File: config.mk
export PLATFORM = sky130hd
export DESIGN_NAME = dma_seq_top
export DESIGN_NICKNAME = d
export VERILOG_FILES = /design/src/rtl/dma_seq_pkg.sv /design/src/rtl/dma_seq_ctrl.sv /design/src/rtl/dma_seq_datapath.sv /design/src/rtl/dma_seq_strobe.sv /design/src/rtl/dma_seq_top.sv
export SDC_FILE = /design/constraint.sdc
export NUM_CORES = 1
export LEC_CHECK = 0
export ABC_AREA = 1
export BUFFER_PORTS_ARGS = -buffer_cell sky130_fd_sc_hd__buf_4
export CORE_UTILIZATION = 55
export CTS_BUF_LIST = sky130_fd_sc_hd__clkbuf_8
export DETAILED_ROUTE_END_ITERATION = 7
export PLACE_DENSITY = 0.83
export SLEW_MARGIN = 25
export SYNTH_ARGS = -nofsm -noshare
export SYNTH_HDL_FRONTEND = slang
export SYNTH_SLANG_ARGS = --single-unit
File: constraint.sdc
create_clock -name clk -period 4.3 [get_ports clk]
set_input_delay 0 -clock clk [delete_from_list [all_inputs] [get_ports clk]]
set_output_delay 0 -clock clk [all_outputs]
set_load 0.03 [all_outputs]
File: src/rtl/dma_seq_pkg.sv
// Shared encodings for the DMA channel sequencer.
package dma_seq_pkg;

    typedef enum logic [1:0] {
        MODE_SINGLE  = 2'b00,
        MODE_BLOCK   = 2'b01,
        MODE_DEMAND  = 2'b10,
        MODE_CASCADE = 2'b11
    } xfer_mode_e;

    typedef enum logic [1:0] {
        TYPE_VERIFY = 2'b00,
        TYPE_WRITE  = 2'b01,
        TYPE_READ   = 2'b10,
        TYPE_RSVD   = 2'b11
    } xfer_type_e;

    typedef enum logic [1:0] {
        ST_IDLE,
        ST_ARB,
        ST_MOVE,
        ST_GAP
    } seq_state_e;

    typedef struct packed {
        logic mem_rd;
        logic mem_wr;
        logic io_rd;
        logic io_wr;
    } strobe_t;

endpackage

File: src/rtl/dma_seq_ctrl.sv
// Sequencing state machine for one channel.
// Latches mode and type when a sequence starts, owns the bus handshake
// and the acknowledge, and goes dormant after terminal count until load.
// Assumes the arbiter keeps bus_gnt high while bus_req stays high.
module dma_seq_ctrl
    import dma_seq_pkg::*;
(
    input  logic       clk,
    input  logic       rst_n,
    input  logic       dreq,
    input  logic       bus_gnt,
    input  logic [1:0] mode_i,
    input  logic [1:0] type_i,
    input  logic       load,
    input  logic       tc_hit,
    output logic       xfer_cyc,
    output logic       bus_req,
    output logic       dack_n,
    output logic       casc_active,
    output xfer_mode_e cur_mode,
    output xfer_type_e cur_type
);

    seq_state_e state, state_nxt;
    logic       done;
    logic       start;

    // Start a sequence from idle on a live request when armed and not cascading.
    assign start = (state == ST_IDLE) && (mode_i != MODE_CASCADE) && dreq && !done;

    // Outputs decoded from the current state and the cascade pass-through.
    always_comb begin
        casc_active = (state == ST_IDLE) && (mode_i == MODE_CASCADE);
        xfer_cyc    = (state == ST_MOVE);
        if (casc_active) begin
            bus_req = dreq;
            dack_n  = !bus_gnt;
        end else begin
            bus_req = (state == ST_ARB) || (state == ST_MOVE);
            dack_n  = !xfer_cyc;
        end
    end

    // Next-state choice: each mode decides differently after a transfer.
    always_comb begin
        state_nxt = state;
        case (state)
            ST_IDLE: if (start) state_nxt = ST_ARB;
            ST_ARB:  if (bus_gnt) state_nxt = ST_MOVE;
            ST_MOVE: begin
                if (tc_hit) begin
                    state_nxt = ST_IDLE;
                end else begin
                    case (cur_mode)
                        MODE_BLOCK:  state_nxt = ST_MOVE;
                        MODE_DEMAND: state_nxt = dreq ? ST_MOVE : ST_IDLE;
                        default:     state_nxt = ST_GAP;
                    endcase
                end
            end
            default: state_nxt = ST_IDLE;
        endcase
    end

    // State register plus the mode and type captured at sequence start.
    always_ff @(posedge clk) begin
        if (!rst_n) begin
            state    <= ST_IDLE;
            cur_mode <= MODE_SINGLE;
            cur_type <= TYPE_VERIFY;
        end else begin
            state <= state_nxt;
            if (start) begin
                cur_mode <= xfer_mode_e'(mode_i);
                cur_type <= xfer_type_e'(type_i);
            end
        end
    end

    // Dormant flag: set by the terminal transfer, cleared by a reload.
    always_ff @(posedge clk) begin
        if (!rst_n)                 done <= 1'b0;
        else if (load)              done <= 1'b0;
        else if (xfer_cyc && tc_hit) done <= 1'b1;
    end

endmodule

File: src/rtl/dma_seq_datapath.sv
// Current address and remaining-count registers.
// Loaded as a pair; stepped once per transfer cycle. A count of zero
// marks the last transfer, after which the count wraps to all ones.
module dma_seq_datapath #(
    parameter int AW = 16,
    parameter int CW = 16
) (
    input  logic          clk,
    input  logic          rst_n,
    input  logic          load,
    input  logic [AW-1:0] load_addr,
    input  logic [CW-1:0] load_count,
    input  logic          step,
    input  logic          dir_dec,
    output logic [AW-1:0] addr,
    output logic [CW-1:0] count,
    output logic          tc_hit
);

    localparam logic [AW-1:0] ADDR_ONE  = AW'(1);
    localparam logic [CW-1:0] COUNT_ONE = CW'(1);

    // Terminal condition: this transfer is the one that wraps the count.
    assign tc_hit = (count == '0);

    // Register update: load has priority over a transfer step.
    always_ff @(posedge clk) begin
        if (!rst_n) begin
            addr  <= '0;
            count <= '0;
        end else if (load) begin
            addr  <= load_addr;
            count <= load_count;
        end else if (step) begin
            addr  <= dir_dec ? addr - ADDR_ONE : addr + ADDR_ONE;
            count <= count - COUNT_ONE;
        end
    end

endmodule

File: src/rtl/dma_seq_strobe.sv
// Strobe decoder: maps the latched transfer type to the bus strobes
// during a transfer cycle. Verify and the unused code drive none.
module dma_seq_strobe
    import dma_seq_pkg::*;
(
    input  logic       active,
    input  xfer_type_e xtype_i,
    output strobe_t    strobes
);

    // Pick the read/write pair for the data direction of this type.
    always_comb begin
        strobes = '0;
        if (active) begin
            case (xtype_i)
                TYPE_READ: begin
                    strobes.mem_rd = 1'b1;
                    strobes.io_wr  = 1'b1;
                end
                TYPE_WRITE: begin
                    strobes.io_rd  = 1'b1;
                    strobes.mem_wr = 1'b1;
                end
                default: strobes = '0;
            endcase
        end
    end

endmodule

File: src/rtl/dma_seq_top.sv
// Single-channel DMA transfer sequencer.
// Ties the control FSM, the address/count datapath and the strobe
// decoder together. Assumes load is pulsed only while the channel is idle.
module dma_seq_top
    import dma_seq_pkg::*;
#(
    parameter int AW = 16,
    parameter int CW = 16
) (
    input  logic          clk,
    input  logic          rst_n,
    input  logic          dreq,
    input  logic          bus_gnt,
    input  logic [1:0]    mode,
    input  logic [1:0]    xtype,
    input  logic          dir_dec,
    input  logic          load,
    input  logic [AW-1:0] load_addr,
    input  logic [CW-1:0] load_count,
    output logic          bus_req,
    output logic          dack_n,
    output logic          mem_rd,
    output logic          mem_wr,
    output logic          io_rd,
    output logic          io_wr,
    output logic [AW-1:0] addr,
    output logic [CW-1:0] count,
    output logic          tc
);

    logic       xfer_cyc;
    logic       tc_hit;
    logic       casc_active;
    xfer_mode_e cur_mode;
    xfer_type_e cur_type;
    strobe_t    strobes;

    dma_seq_ctrl ctrl_i (
        .clk        (clk),
        .rst_n      (rst_n),
        .dreq       (dreq),
        .bus_gnt    (bus_gnt),
        .mode_i     (mode),
        .type_i     (xtype),
        .load       (load),
        .tc_hit     (tc_hit),
        .xfer_cyc   (xfer_cyc),
        .bus_req    (bus_req),
        .dack_n     (dack_n),
        .casc_active(casc_active),
        .cur_mode   (cur_mode),
        .cur_type   (cur_type)
    );

    dma_seq_datapath #(.AW(AW), .CW(CW)) dp_i (
        .clk       (clk),
        .rst_n     (rst_n),
        .load      (load),
        .load_addr (load_addr),
        .load_count(load_count),
        .step      (xfer_cyc),
        .dir_dec   (dir_dec),
        .addr      (addr),
        .count     (count),
        .tc_hit    (tc_hit)
    );

    dma_seq_strobe strobe_i (
        .active (xfer_cyc),
        .xtype_i(cur_type),
        .strobes(strobes)
    );

    // Drive the strobe pins and the terminal-count flag.
    assign mem_rd = strobes.mem_rd;
    assign mem_wr = strobes.mem_wr;
    assign io_rd  = strobes.io_rd;
    assign io_wr  = strobes.io_wr;
    assign tc     = xfer_cyc && tc_hit;

endmodule

==> out/results.tsv, run 1 <==
stage	metric	value	unit
cells_and_area	fin_nets	615	
clock_network	cts.sinks	39	
yosys	avgSynthCellArea	6.486	sq um
route	drc	0	
power_and_ir_drop	vdd_drop_max	0.0002708	V
grt	antenna_found_initial	0	
floorplan	dieWidth	76.21	um
setup_path	required	4.52	ns
sta	max_slew_margin	37.84	%
floorplan	io_pins	81	
cells_and_area	antenna_cells	0	
grt	grt_usage	28.05	%
clock_network	htreeDepth	2	
clock_network	cts_made_buffers	5	
cells_and_area	regArea	780.7	sq um
sta	hold_viol	0	
yosys	synth_top_area_share	25.77	%
clock_network	cts_tree	built	
yosys	synth_enable_flop_cells	0	
worst_hold_path	hold_path.class	in2reg	
sta	max_freq	0.4598	GHz
route	wl_per_cell	12.76	um
floorplan	die_height	76.21	um
setup_path	endpoint_kind	flip-flop	
yosys	ys_ff_latch	39	
power_and_ir_drop	fin_total_pwr	1.427	mW
cells_and_area	multi_input_area	1914	sq um
route	dr.first_iter.drc_count	171	
cells_and_area	layout-drive-gt1-share	21.01	%
yosys	synth-seq-area-share	25.77	%
flow_run	cap_viol_max_count	0	
route	drt_first_pass_iters	5	
grt	grt.overflow.total	0	
setup_path	cp.arrival	2.39	ns
placement	portBuffers	80	
placement	dp_hpwl	5.801	mm
floorplan	rows	26	
placement	routabilityCongestion	0.8769	
yosys	yosys_warnings	0	
clock_network	cts.clk_slew.worst_paths	0.08	ns
floorplan	coreArea	5205	sq um
cells_and_area	final_cell_count_no_fill	622	
setup_path	critPathKind	reg2reg	
power_and_ir_drop	leakagePower	1.969	nW
sta	tightest_slew	0.9314	ns
sta	fin_worst_skew	0.009307	ns
route	wirelength	7.937	mm
yosys	synth.most_common_cell	nand2_1	
clock_network	cts_resized	0	
clock_network	clock_path_buffers	2	
yosys	synth_nets	531	
setup_path	path_max_fanout	27	
yosys	synth_cells	467	
clock_network	postCtsHoldBufs	11	
route	antenna_left	0	
clock_network	ctsRootBufferMaster	clkbuf_8	
route	vias	3278	
cells_and_area	area_delta_synth_final	26.44	%
sta	setup_slack	2.125	ns
floorplan	die_area	5808	sq um
grt	grt_pass1_vias	2909	
clock_network	cts_setup_buffers	0	
yosys	ys_types	39	
placement	placed_cells	603	
yosys	ys_top_cells_by_area	dfxtp_1 26%, nand2_1 16%, ha_1 8.7%	
yosys	synth_flop_cell	dfxtp_1	
sta	holdWs	0.006428	ns
cells_and_area	n_fill_cell	451	
floorplan	start_util	58.20	%
yosys	synthArstFlopShare	0	%
grt	grt_max_degree	36	
yosys	syn_area	3029	sq um
placement	dp_slack	2.144	ns
sta	post-route-period-util	50.58	%
yosys	yosysTopAreaCell	dfxtp_1	
sta	rsz0062_at_grt	no	
clock_network	clk_latency	0.30	ns
power_and_ir_drop	power_density	372.5	nW/um^2
grt	grt_pass1_wl	13.25	mm
sta	setup_tns	0	ns
sta	min_period	2.175	ns
setup_path	start_kind	flip-flop	
outcome	status	complete, no violations	
sta	final-setup-viol-count	0	
route	vias_per_cell	5.270	
yosys	yosys-top-cells-count	128 x nand2_1, 64 x inv_1, 39 x dfxtp_1	
sta	slew_violations	0	
[cell type report]
cell class / instances / area share, %
flip-flops and latches: 39 / 20.39
well taps: 70 / 2.287
clock buffers: 5 / 1.797
inverters: 68 / 6.664
repair buffers: 91 / 18.56
multi-input cells: 346 / 49.98
clock inverters: 3 / 0.3267
[kinds of logic (layout without fill, tap and decap cells)]
logic type | after synthesis | after routing | synth area share [%]
simple gates | 235 | 235 | 35.32
xor+xnor | 9 | 9 | 2.602
compound gates | 79 | 79 | 15.57
mux | 1 | 1 | 0.3717
fa+ha+maj | 22 | 22 | 9.335
buf+inv | 82 | 167 | 11.03
flops | 39 | 39 | 25.77
[sequential cells by signal (all words and copies together) (netlist names)]
name,count
dp_i.addr,16
dp_i.count,16
ctrl_i.cur_mode,2
ctrl_i.cur_type,2
ctrl_i.state,2
ctrl_i.done,1
[path summary, 6_finish.rpt]
check        cells after the start  slack [ns]                            start                              end
max                              8        2.13     ctrl_i.state[0]$_SDFFE_PN0P_        dp_i.addr[2]$_SDFFE_PN0P_
min                              3       0.006                    load_addr[14]       dp_i.addr[14]$_SDFFE_PN0P_
max reg2reg                      8        2.13     ctrl_i.state[0]$_SDFFE_PN0P_        dp_i.addr[2]$_SDFFE_PN0P_
min reg2reg                      2        0.48  ctrl_i.cur_mode[1]$_SDFFE_PN0P_  ctrl_i.cur_mode[1]$_SDFFE_PN0P_
[cell usage in the layout, fill, tap and decap left out, types with 2 or more instances in the layout]
cell type	netlist	final
nand4_1	6	6
nand2_1	128	128
nor2_4	3	3
nor3_1	3	3
xnor2_1	3	3
inv_1	64	66
a31oi_1	10	10
nand3_2	3	3
nor2_2	7	7
dfxtp_1	39	39
a21oi_1	29	29
nor2_1	34	34
a22oi_1	17	17
buf_4	5	80
o21ai_0	17	17
nand3_1	36	36
inv_2	4	4
clkbuf_8	0	5
nand3b_1	3	3
dlygate4sd3_1	0	11
xor2_1	6	6
ha_1	21	21
nand2_2	3	3
a21oi_2	2	2
or2_2	2	2
[critical path: stages (launching register included)]
cell     delay (ns)
dfxtp_1        0.35
inv_1          0.11
ha_1           0.40
inv_2          0.12
nor2_4         0.53
inv_2          0.18
a21oi_1        0.17
o21ai_0        0.10
a31oi_1        0.13
[routing by layer]
layer | up-vias | track usage [%] | wire [um]
met4 | 0 | 10.00 | 116
met3 | 12 | 4.192 | 434
li1 | 1690 | - | -
met2 | 92 | 47.39 | 3714
met1 | 1484 | 36.15 | 3672
met5 | - | 0 | 0
[through the flow]
| stage | util, % | instance area [sq um] |
|---|---|---|
| after floorplan | - | 3029 |
| after global placement | 69.90 | 3638 |
| after detailed placement | 69.90 | 3638 |
| after CTS | 73.58 | 3830 |
| after global routing | 73.58 | 3830 |
| final | 73.58 | 3830 |
[report_power, final]
group	switching, mW	internal (mW)	total, mW
clock network	0.133	0.109	0.242
logic	0.443	0.270	0.713
registers	0.0586	0.413	0.471
(Power assumes the default switching activity.)
==> run 2: changes to the inputs <==
==> constraint.sdc (replaced) <==
create_clock -name clk -period 2.3 [get_ports clk]
set_input_delay 0 -clock clk [delete_from_list [all_inputs] [get_ports clk]]
set_output_delay 0 -clock clk [all_outputs]
set_load 0.03 [all_outputs]
==> run 2 against run 1 <==
  * Setup slack got worse by 1.8 ns
  * Sequential power grew 87%
  * Critical path depth is the same
  * First-iteration DRC count rose by 65%
  * Global-route usage grew 0.31 points
  * Core utilization shrank 0.096 points
  * Flip-flop and latch count is the same
  * Largest power group unchanged
  * Clock power rose by 86%
  * Combinational power grew 89%
==> out/results.tsv, run 2 (synthesis gave the netlist of run 1 again) <==
stage	metric	value	unit	change
power_and_ir_drop	vdd_drop_max	0.0004497	V	was 0.0002708 V
sta	rsz0062_at_grt	no		unchanged
floorplan	coreArea	5205	sq um	unchanged
cells_and_area	fin_util	73.49	%	was 73.58%
cells_and_area	n_fill_cell	449		was 451
floorplan	die_area	5808	sq um	unchanged
setup_path	required	2.52	ns	was 4.52 ns
grt	antenna_found_initial	0		unchanged
placement	postPlaceCellArea	3669	sq um	was 3638 sq um
cells_and_area	mostFrequentLayoutCell	nand2_1		unchanged
power_and_ir_drop	leakagePower	1.963	nW	was 1.969 nW
sta	final-setup-viol-count	0		unchanged
grt	grt_usage	28.36	%	was 28.05%
cells_and_area	fin_nets	616		was 615
cells_and_area	area_delta_synth_final	26.27	%	was 26.44%
clock_network	cts_setup_buffers	0		unchanged
setup_path	reg2regPathDepth	8		unchanged
placement	routabilityCongestion	0.9210		was 0.8769
clock_network	htreeDepth	2		unchanged
placement	placed_cells	607		was 603
grt	grt.overflow.total	0		unchanged
placement	portBuffers	80		unchanged
cells_and_area	final_cell_count_no_fill	621		was 622
outcome	status	complete, no violations		unchanged
route	vias_per_cell	5.333		was 5.270
route	wl_per_cell	13.07	um	was 12.76 um
sta	fin_worst_skew	0.006873	ns	was 0.009307 ns
worst_hold_path	min_from	load_count[11]		was load_addr[14]
sta	holdWs	0.0002841	ns	was 0.006428 ns
clock_network	cts.sinks	39		unchanged
flow_run	cap_viol_max_count	0		unchanged
sta	max_slew_margin	41.05	%	was 37.84%
floorplan	rows	26		unchanged
sta	post-route-period-util	85.94	%	was 50.58%
sta	hold_viol	0		unchanged
cells_and_area	antenna_cells	0		unchanged
worst_hold_path	min_path_cells	5		was 3
cells_and_area	layout-drive-gt1-share	21.78	%	was 21.01%
clock_network	cts_tree	built		unchanged
worst_hold_path	whs_endpoint	dp_i.count[11]$_SDFFE_PN0P_		was dp_i.addr[14]$_SDFFE_PN0P_
floorplan	dieWidth	76.21	um	unchanged
setup_path	path_max_fanout	19		was 27
route	antenna_left	0		unchanged
worst_hold_path	hold_path.class	in2reg		unchanged
setup_path	endpoint_kind	flip-flop		unchanged
floorplan	io_pins	81		unchanged
floorplan	start_util	58.20	%	unchanged
grt	grt_max_degree	36		unchanged
clock_network	ctsRootBufferMaster	clkbuf_8		unchanged
clock_network	cts_made_buffers	5		unchanged
grt	grt_pass1_vias	3061		was 2909
route	wirelength	8.119	mm	was 7.937 mm
clock_network	cts_resized	0		unchanged
route	vias	3312		was 3278
setup_path	cp.arrival	2.19	ns	was 2.39 ns
clock_network	clock_path_buffers	2		unchanged
power_and_ir_drop	power_density	702.0	nW/um^2	was 372.5 nW/um^2
clock_network	clk_latency	0.30	ns	about the same
setup_path	start_kind	flip-flop		unchanged
grt	grt_pass1_wl	13.52	mm	was 13.25 mm
sta	max_freq	0.5059	GHz	was 0.4598 GHz
sta	setup_tns	0	ns	unchanged
sta	tightest_slew	0.8833	ns	was 0.9314 ns
floorplan	die_height	76.21	um	unchanged
setup_path	critPathKind	reg2reg		unchanged
setup_path	reg2reg_slack	0.32	ns	was 2.13 ns
cells_and_area	final_area	3825	sq um	was 3830 sq um
sta	min_period	1.977	ns	was 2.175 ns
route	dr.first_iter.drc_count	282		was 171
route	drc	0		unchanged
setup_path	r2r-start	ctrl_i.state[0]$_SDFFE_PN0P_		unchanged
cells_and_area	final_cell_mix	128 x nand2_1, 84 x buf_4, 64 x inv_1, 39 x dfxtp_1, 36 x nand3_1		was 128 x nand2_1, 80 x buf_4, 66 x inv_1, 39 x dfxtp_1, 36 x nand3_1
route	drt_first_pass_iters	4		was 5
setup_path	r2r-end	dp_i.addr[2]$_SDFFE_PN0P_		unchanged
clock_network	cts.clk_slew.worst_paths	0.08	ns	about the same
sta	slew_violations	0		unchanged
placement	dp_hpwl	6.026	mm	was 5.801 mm
cells_and_area	largestRegisters	dp_i.addr x16, dp_i.count x16		unchanged
-- run 2: cell types whose count changed in the layout (fill, tap and decap cells not counted) --
| cell | previous run | this run |
|---|---|---|
| clkinvlp_4 | 0 | 1 |
| buf_4 | 80 | 84 |
| inv_1 | 66 | 64 |
| dlygate4sd3_1 | 11 | 8 |
| clkinv_2 | 1 | 0 |
-- run 2: area by class of cell --
cell class / count / area, sq um / share of cell area, %
Timing Repair Buffer: 92 / 710.7 / 18.58
Tap cell: 70 / 87.58 / 2.290
Clock buffer: 5 / 68.82 / 1.799
Inverter: 68 / 255.2 / 6.673
Multi-Input combinational cell: 346 / 1914 / 50.05
Clock inverter: 1 / 7.507 / 0.1963
Sequential cell: 39 / 780.7 / 20.41
-- run 2: per-stage QoR --
step / worst slack (ns) / power [mW]
final: 0.3234 / 2.685
after global routing: 0.09992 / 2.853
after CTS: 0.3218 / 2.677
after detailed placement: 0.3745 / 2.220
after global placement: 0.4784 / 2.190
after floorplan: 0.4969 / 1.837
-- run 2: how the worst max path moves through the flow --
| stage | start | slack, ns | depth (start not counted) | to |
|---|---|---|---|---|
| 2_1_floorplan | dp_i.count[0]$_SDFFE_PN0P_ | 0.50 | 8 | tc |
| 3_3_place_gp | ctrl_i.state[0]$_SDFFE_PN0P_ | 0.48 | 8 | dp_i.count[8]$_SDFFE_PN0P_ |
| 3_5_place_dp | ctrl_i.state[0]$_SDFFE_PN0P_ | 0.37 | 8 | dp_i.addr[2]$_SDFFE_PN0P_ |
| 4_1_cts | dp_i.count[0]$_SDFFE_PN0P_ | 0.32 | 9 | tc |
| 5_1_grt | ctrl_i.state[0]$_SDFFE_PN0P_ | 0.1 | 8 | dp_i.addr[2]$_SDFFE_PN0P_ |
| 6_report | ctrl_i.state[0]$_SDFFE_PN0P_ | 0.32 | 8 | dp_i.addr[2]$_SDFFE_PN0P_ |
-- run 2: worst max-delay path, cell delays in order (launching register included) --
cell,delay [ns]
dfxtp_1,0.35
inv_1,0.12
ha_1,0.41
inv_2,0.12
nor2_4,0.38
inv_2,0.14
a21oi_1,0.15
o21ai_0,0.10
a31oi_1,0.13
-- run 2: report_power, final --
part | switching (mW) | internal [mW]
sequential | 0.112 | 0.771
clock | 0.249 | 0.202
combinational | 0.835 | 0.515
-- run 2: layer usage --
layer  share of wire [%]  wire length (um)  global-route usage, %
met1                  45              3645                  36.03
met2                  49              3943                  49.37
met3                 5.3               429                  3.353
met4                 1.2               101                  9.808
met5                   0                 0                      0
-- run 2: repair_timing --
action | in CTS | in global routing
hold buffers | 8 | 0
endpoints found under the setup margin | 0 | 0
endpoints found under the hold margin | 8 | 0
==> run 3: changes to the inputs <==
--- a/config.mk
+++ b/config.mk
@@ -10,6 +10,7 @@
 export CORE_UTILIZATION = 55
 export CTS_BUF_LIST = sky130_fd_sc_hd__clkbuf_8
 export DETAILED_ROUTE_END_ITERATION = 7
+export MAX_ROUTING_LAYER = met4
 export PLACE_DENSITY = 0.83
 export SLEW_MARGIN = 25
 export SYNTH_ARGS = -nofsm -noshare
==> run 3 against run 2 <==
  * The flow now finishes with violations (negative hold slack)
  * Combinational power hardly changed
  * Fmax is 0.18% lower
  * Final area stayed put
  * Cell count stayed put
  * Count of clock-buffer cells in the layout stayed put
  * Wire length decreased by 0.44%
  * Non-clock buffer count did not move
  * Register-to-register slack hardly changed
==> out/results.tsv, run 3 (synthesis gave the netlist of run 1 again) <==
stage	metric	value	unit	change
outcome	status	finished with violations		was complete, no violations
outcome	violations	negative hold slack		
setup_path	path_max_fanout	5		was 19
cells_and_area	multi_input_area	1914	sq um	unchanged
cells_and_area	fin_nets	616		unchanged
setup_path	critPathTopFamily	simple AND/OR/NAND/NOR gates		was adder cells
sta	max_slew_margin	41.33	%	was 41.05%
floorplan	coreArea	5205	sq um	unchanged
sta	fin_worst_skew	0.007241	ns	was 0.006873 ns
worst_hold_path	min_path_cells	5		unchanged
grt	grt_pass1_vias	3060		was 3061
setup_path	required	2.30	ns	was 2.52 ns
cells_and_area	mostFrequentLayoutCell	nand2_1		unchanged
power_and_ir_drop	p_comb_share	50.3	%	about the same
clock_network	cts_resized	0		unchanged
floorplan	dieWidth	76.21	um	unchanged
sta	min_period	1.980	ns	was 1.977 ns
setup_path	r2r-end	dp_i.addr[2]$_SDFFE_PN0P_		unchanged
power_and_ir_drop	internal-power	1.488	mW	about the same
clock_network	clk_latency	0.30	ns	about the same
clock_network	cts.sinks	39		unchanged
power_and_ir_drop	leakagePower	1.963	nW	unchanged
route	vias	3314		was 3312
power_and_ir_drop	clockPowerShare	16.8	%	about the same
worst_hold_path	hold_path.class	in2reg		unchanged
route	antenna_left	0		unchanged
clock_network	ctsRootBufferMaster	clkbuf_8		unchanged
placement	dp_hpwl	6.026	mm	unchanged
setup_path	critPathKind	reg2out		was reg2reg
placement	routabilityCongestion	0.9372		was 0.9210
clock_network	cts_tree	built		unchanged
power_and_ir_drop	fin_total_pwr	2.684	mW	was 2.685 mW
sta	holdWs	-0.0001354	ns	was 0.0002841 ns
floorplan	die_height	76.21	um	unchanged
setup_path	reg2regPathDepth	8		unchanged
setup_path	crit_buf_inv	2		was 3
grt	grt_usage	29.21	%	was 28.36%
power_and_ir_drop	netSwitchingFraction	44.55	%	was 44.58%
sta	rsz0062_at_grt	no		unchanged
worst_hold_path	min_from	load_count[11]		unchanged
power_and_ir_drop	switchingPower	1.195	mW	was 1.197 mW
sta	setup_tns	0	ns	unchanged
floorplan	start_util	58.20	%	unchanged
route	drc	0		unchanged
floorplan	die_area	5808	sq um	unchanged
cells_and_area	largestRegisters	dp_i.addr x16, dp_i.count x16		unchanged
sta	max_freq	0.5050	GHz	was 0.5059 GHz
setup_path	cp.arrival	1.98	ns	was 2.19 ns
power_and_ir_drop	vdd_drop_max	0.0004495	V	was 0.0004497 V
route	wirelength	8.083	mm	was 8.119 mm
sta	tightest_slew	0.8791	ns	was 0.8833 ns
sta	slew_violations	0		unchanged
sta	final-setup-viol-count	0		unchanged
sta	post-route-period-util	86.09	%	was 85.94%
power_and_ir_drop	pwr-share-seq	32.9	%	about the same
clock_network	cts_made_buffers	5		unchanged
setup_path	reg2reg_slack	0.33	ns	was 0.32 ns
route	wl_per_cell	13.02	um	was 13.07 um
floorplan	io_pins	81		unchanged
grt	grt_max_degree	36		unchanged
setup_path	start_kind	flip-flop		unchanged
worst_hold_path	whs_endpoint	dp_i.count[11]$_SDFFE_PN0P_		unchanged
floorplan	rows	26		unchanged
cells_and_area	area_delta_synth_final	26.27	%	unchanged
setup_path	worstPathCellList	inv_1 > ha_1 > nand3_2 > nor2_2 > nand2_1 > nor3_2 > nand4_1 > nor2_1 > buf_4		was inv_1 > ha_1 > inv_2 > nor2_4 > inv_2 > a21oi_1 > o21ai_0 > a31oi_1
cells_and_area	regArea	780.7	sq um	unchanged
setup_path	endpoint_kind	output pin		was flip-flop
route	dr.first_iter.drc_count	272		was 282
clock_network	cts.clk_slew.worst_paths	0.08	ns	about the same
grt	antenna_found_initial	0		unchanged
flow_run	cap_viol_max_count	0		unchanged
power_and_ir_drop	power_density	701.6	nW/um^2	was 702.0 nW/um^2
setup_path	critPathSlowestCell	dfxtp_1		was ha_1
grt	grt_pass1_wl	13.53	mm	was 13.52 mm
cells_and_area	layout-drive-gt1-share	21.78	%	unchanged
sta	hold_viol	1		was 0
clock_network	htreeDepth	2		unchanged
placement	portBuffers	80		unchanged
route	drt_first_pass_iters	5		was 4
cells_and_area	final_cell_mix	128 x nand2_1, 84 x buf_4, 64 x inv_1, 39 x dfxtp_1, 36 x nand3_1		unchanged
clock_network	clock_path_buffers	2		unchanged
setup_path	critical-path-max-stage-delay	0.38	ns	was 0.41 ns
setup_path	r2r-start	ctrl_i.state[0]$_SDFFE_PN0P_		unchanged
route	vias_per_cell	5.337		was 5.333
grt	grt.overflow.total	0		unchanged
cells_and_area	n_fill_cell	449		unchanged
cells_and_area	antenna_cells	0		unchanged
run 3: cell counts in the layout (fill, tap and decap cells not counted):
Identical to the previous run, type by type.
run 3: layer usage:
metal	track usage (%)	routed length (um)	share of wire, %
met2	49.37	3914	48
met4	9.808	121	1.5
met3	3.353	464	5.7
met1	36.10	3582	44
met5	-	0	0
run 3: worst max-delay path by stage:
stage / startpoint / end / slack, ns / cells past startpoint
global route: ctrl_i.state[0]$_SDFFE_PN0P_ / dp_i.addr[2]$_SDFFE_PN0P_ / 0.1 / 8
floorplan: dp_i.count[0]$_SDFFE_PN0P_ / tc / 0.50 / 8
detailed placement: ctrl_i.state[0]$_SDFFE_PN0P_ / dp_i.addr[2]$_SDFFE_PN0P_ / 0.37 / 8
CTS: dp_i.count[0]$_SDFFE_PN0P_ / tc / 0.32 / 9
global placement: ctrl_i.state[0]$_SDFFE_PN0P_ / dp_i.count[8]$_SDFFE_PN0P_ / 0.48 / 8
finish: dp_i.count[0]$_SDFFE_PN0P_ / tc / 0.32 / 9
run 3: power by group through the flow:
stage	Combinational (mW)	Clock, mW	Sequential (mW)
global placement	1.30	0	0.890
detailed placement	1.32	0	0.896
floorplan	0.837	0	1.00
finish	1.35	0.451	0.883
CTS	1.34	0.454	0.881
global route	1.49	0.470	0.898
run 3: layout make-up:
cell class | instances | share of cell area (%)
Clock buffer | 5 | 1.799
Clock inverter | 1 | 0.1963
Inverter | 68 | 6.673
Multi-Input combinational cell | 346 | 50.05
Sequential cell | 39 | 20.41
Tap cell | 70 | 2.290
Timing Repair Buffer | 92 | 18.58
run 3: worst min-delay path, cell delays in order:
cell	delay, ns
buf_4	0.08
nand2_1	0.04
nand3_1	0.07
nand2_1	0.05
inv_1	0.04
run 3: what timing repair did:
item / 4_1_cts / 5_1_grt
endpoints found under the setup margin: 0 / 0
endpoints found under the hold margin: 8 / 0
hold buffers: 8 / 0
setup buffers: 0 / 0
run 3: metrics by stage:
step | util, % | instance area, sq um | hold WS [ns] | std cells | setup WS, ns
3_5_place_dp | 70.48 | 3669 | 0.2747 | 607 | 0.3745
2_1_floorplan | - | 3029 | 0.1383 | 467 | 0.4969
3_3_place_gp | 70.48 | 3669 | 0.2501 | 607 | 0.4784
5_1_grt | 73.49 | 3825 | 0.01340 | 621 | 0.09992
6_report | 73.49 | 3825 | -0.0001354 | 621 | 0.3199
4_1_cts | 73.49 | 3825 | 0.0004342 | 621 | 0.3218
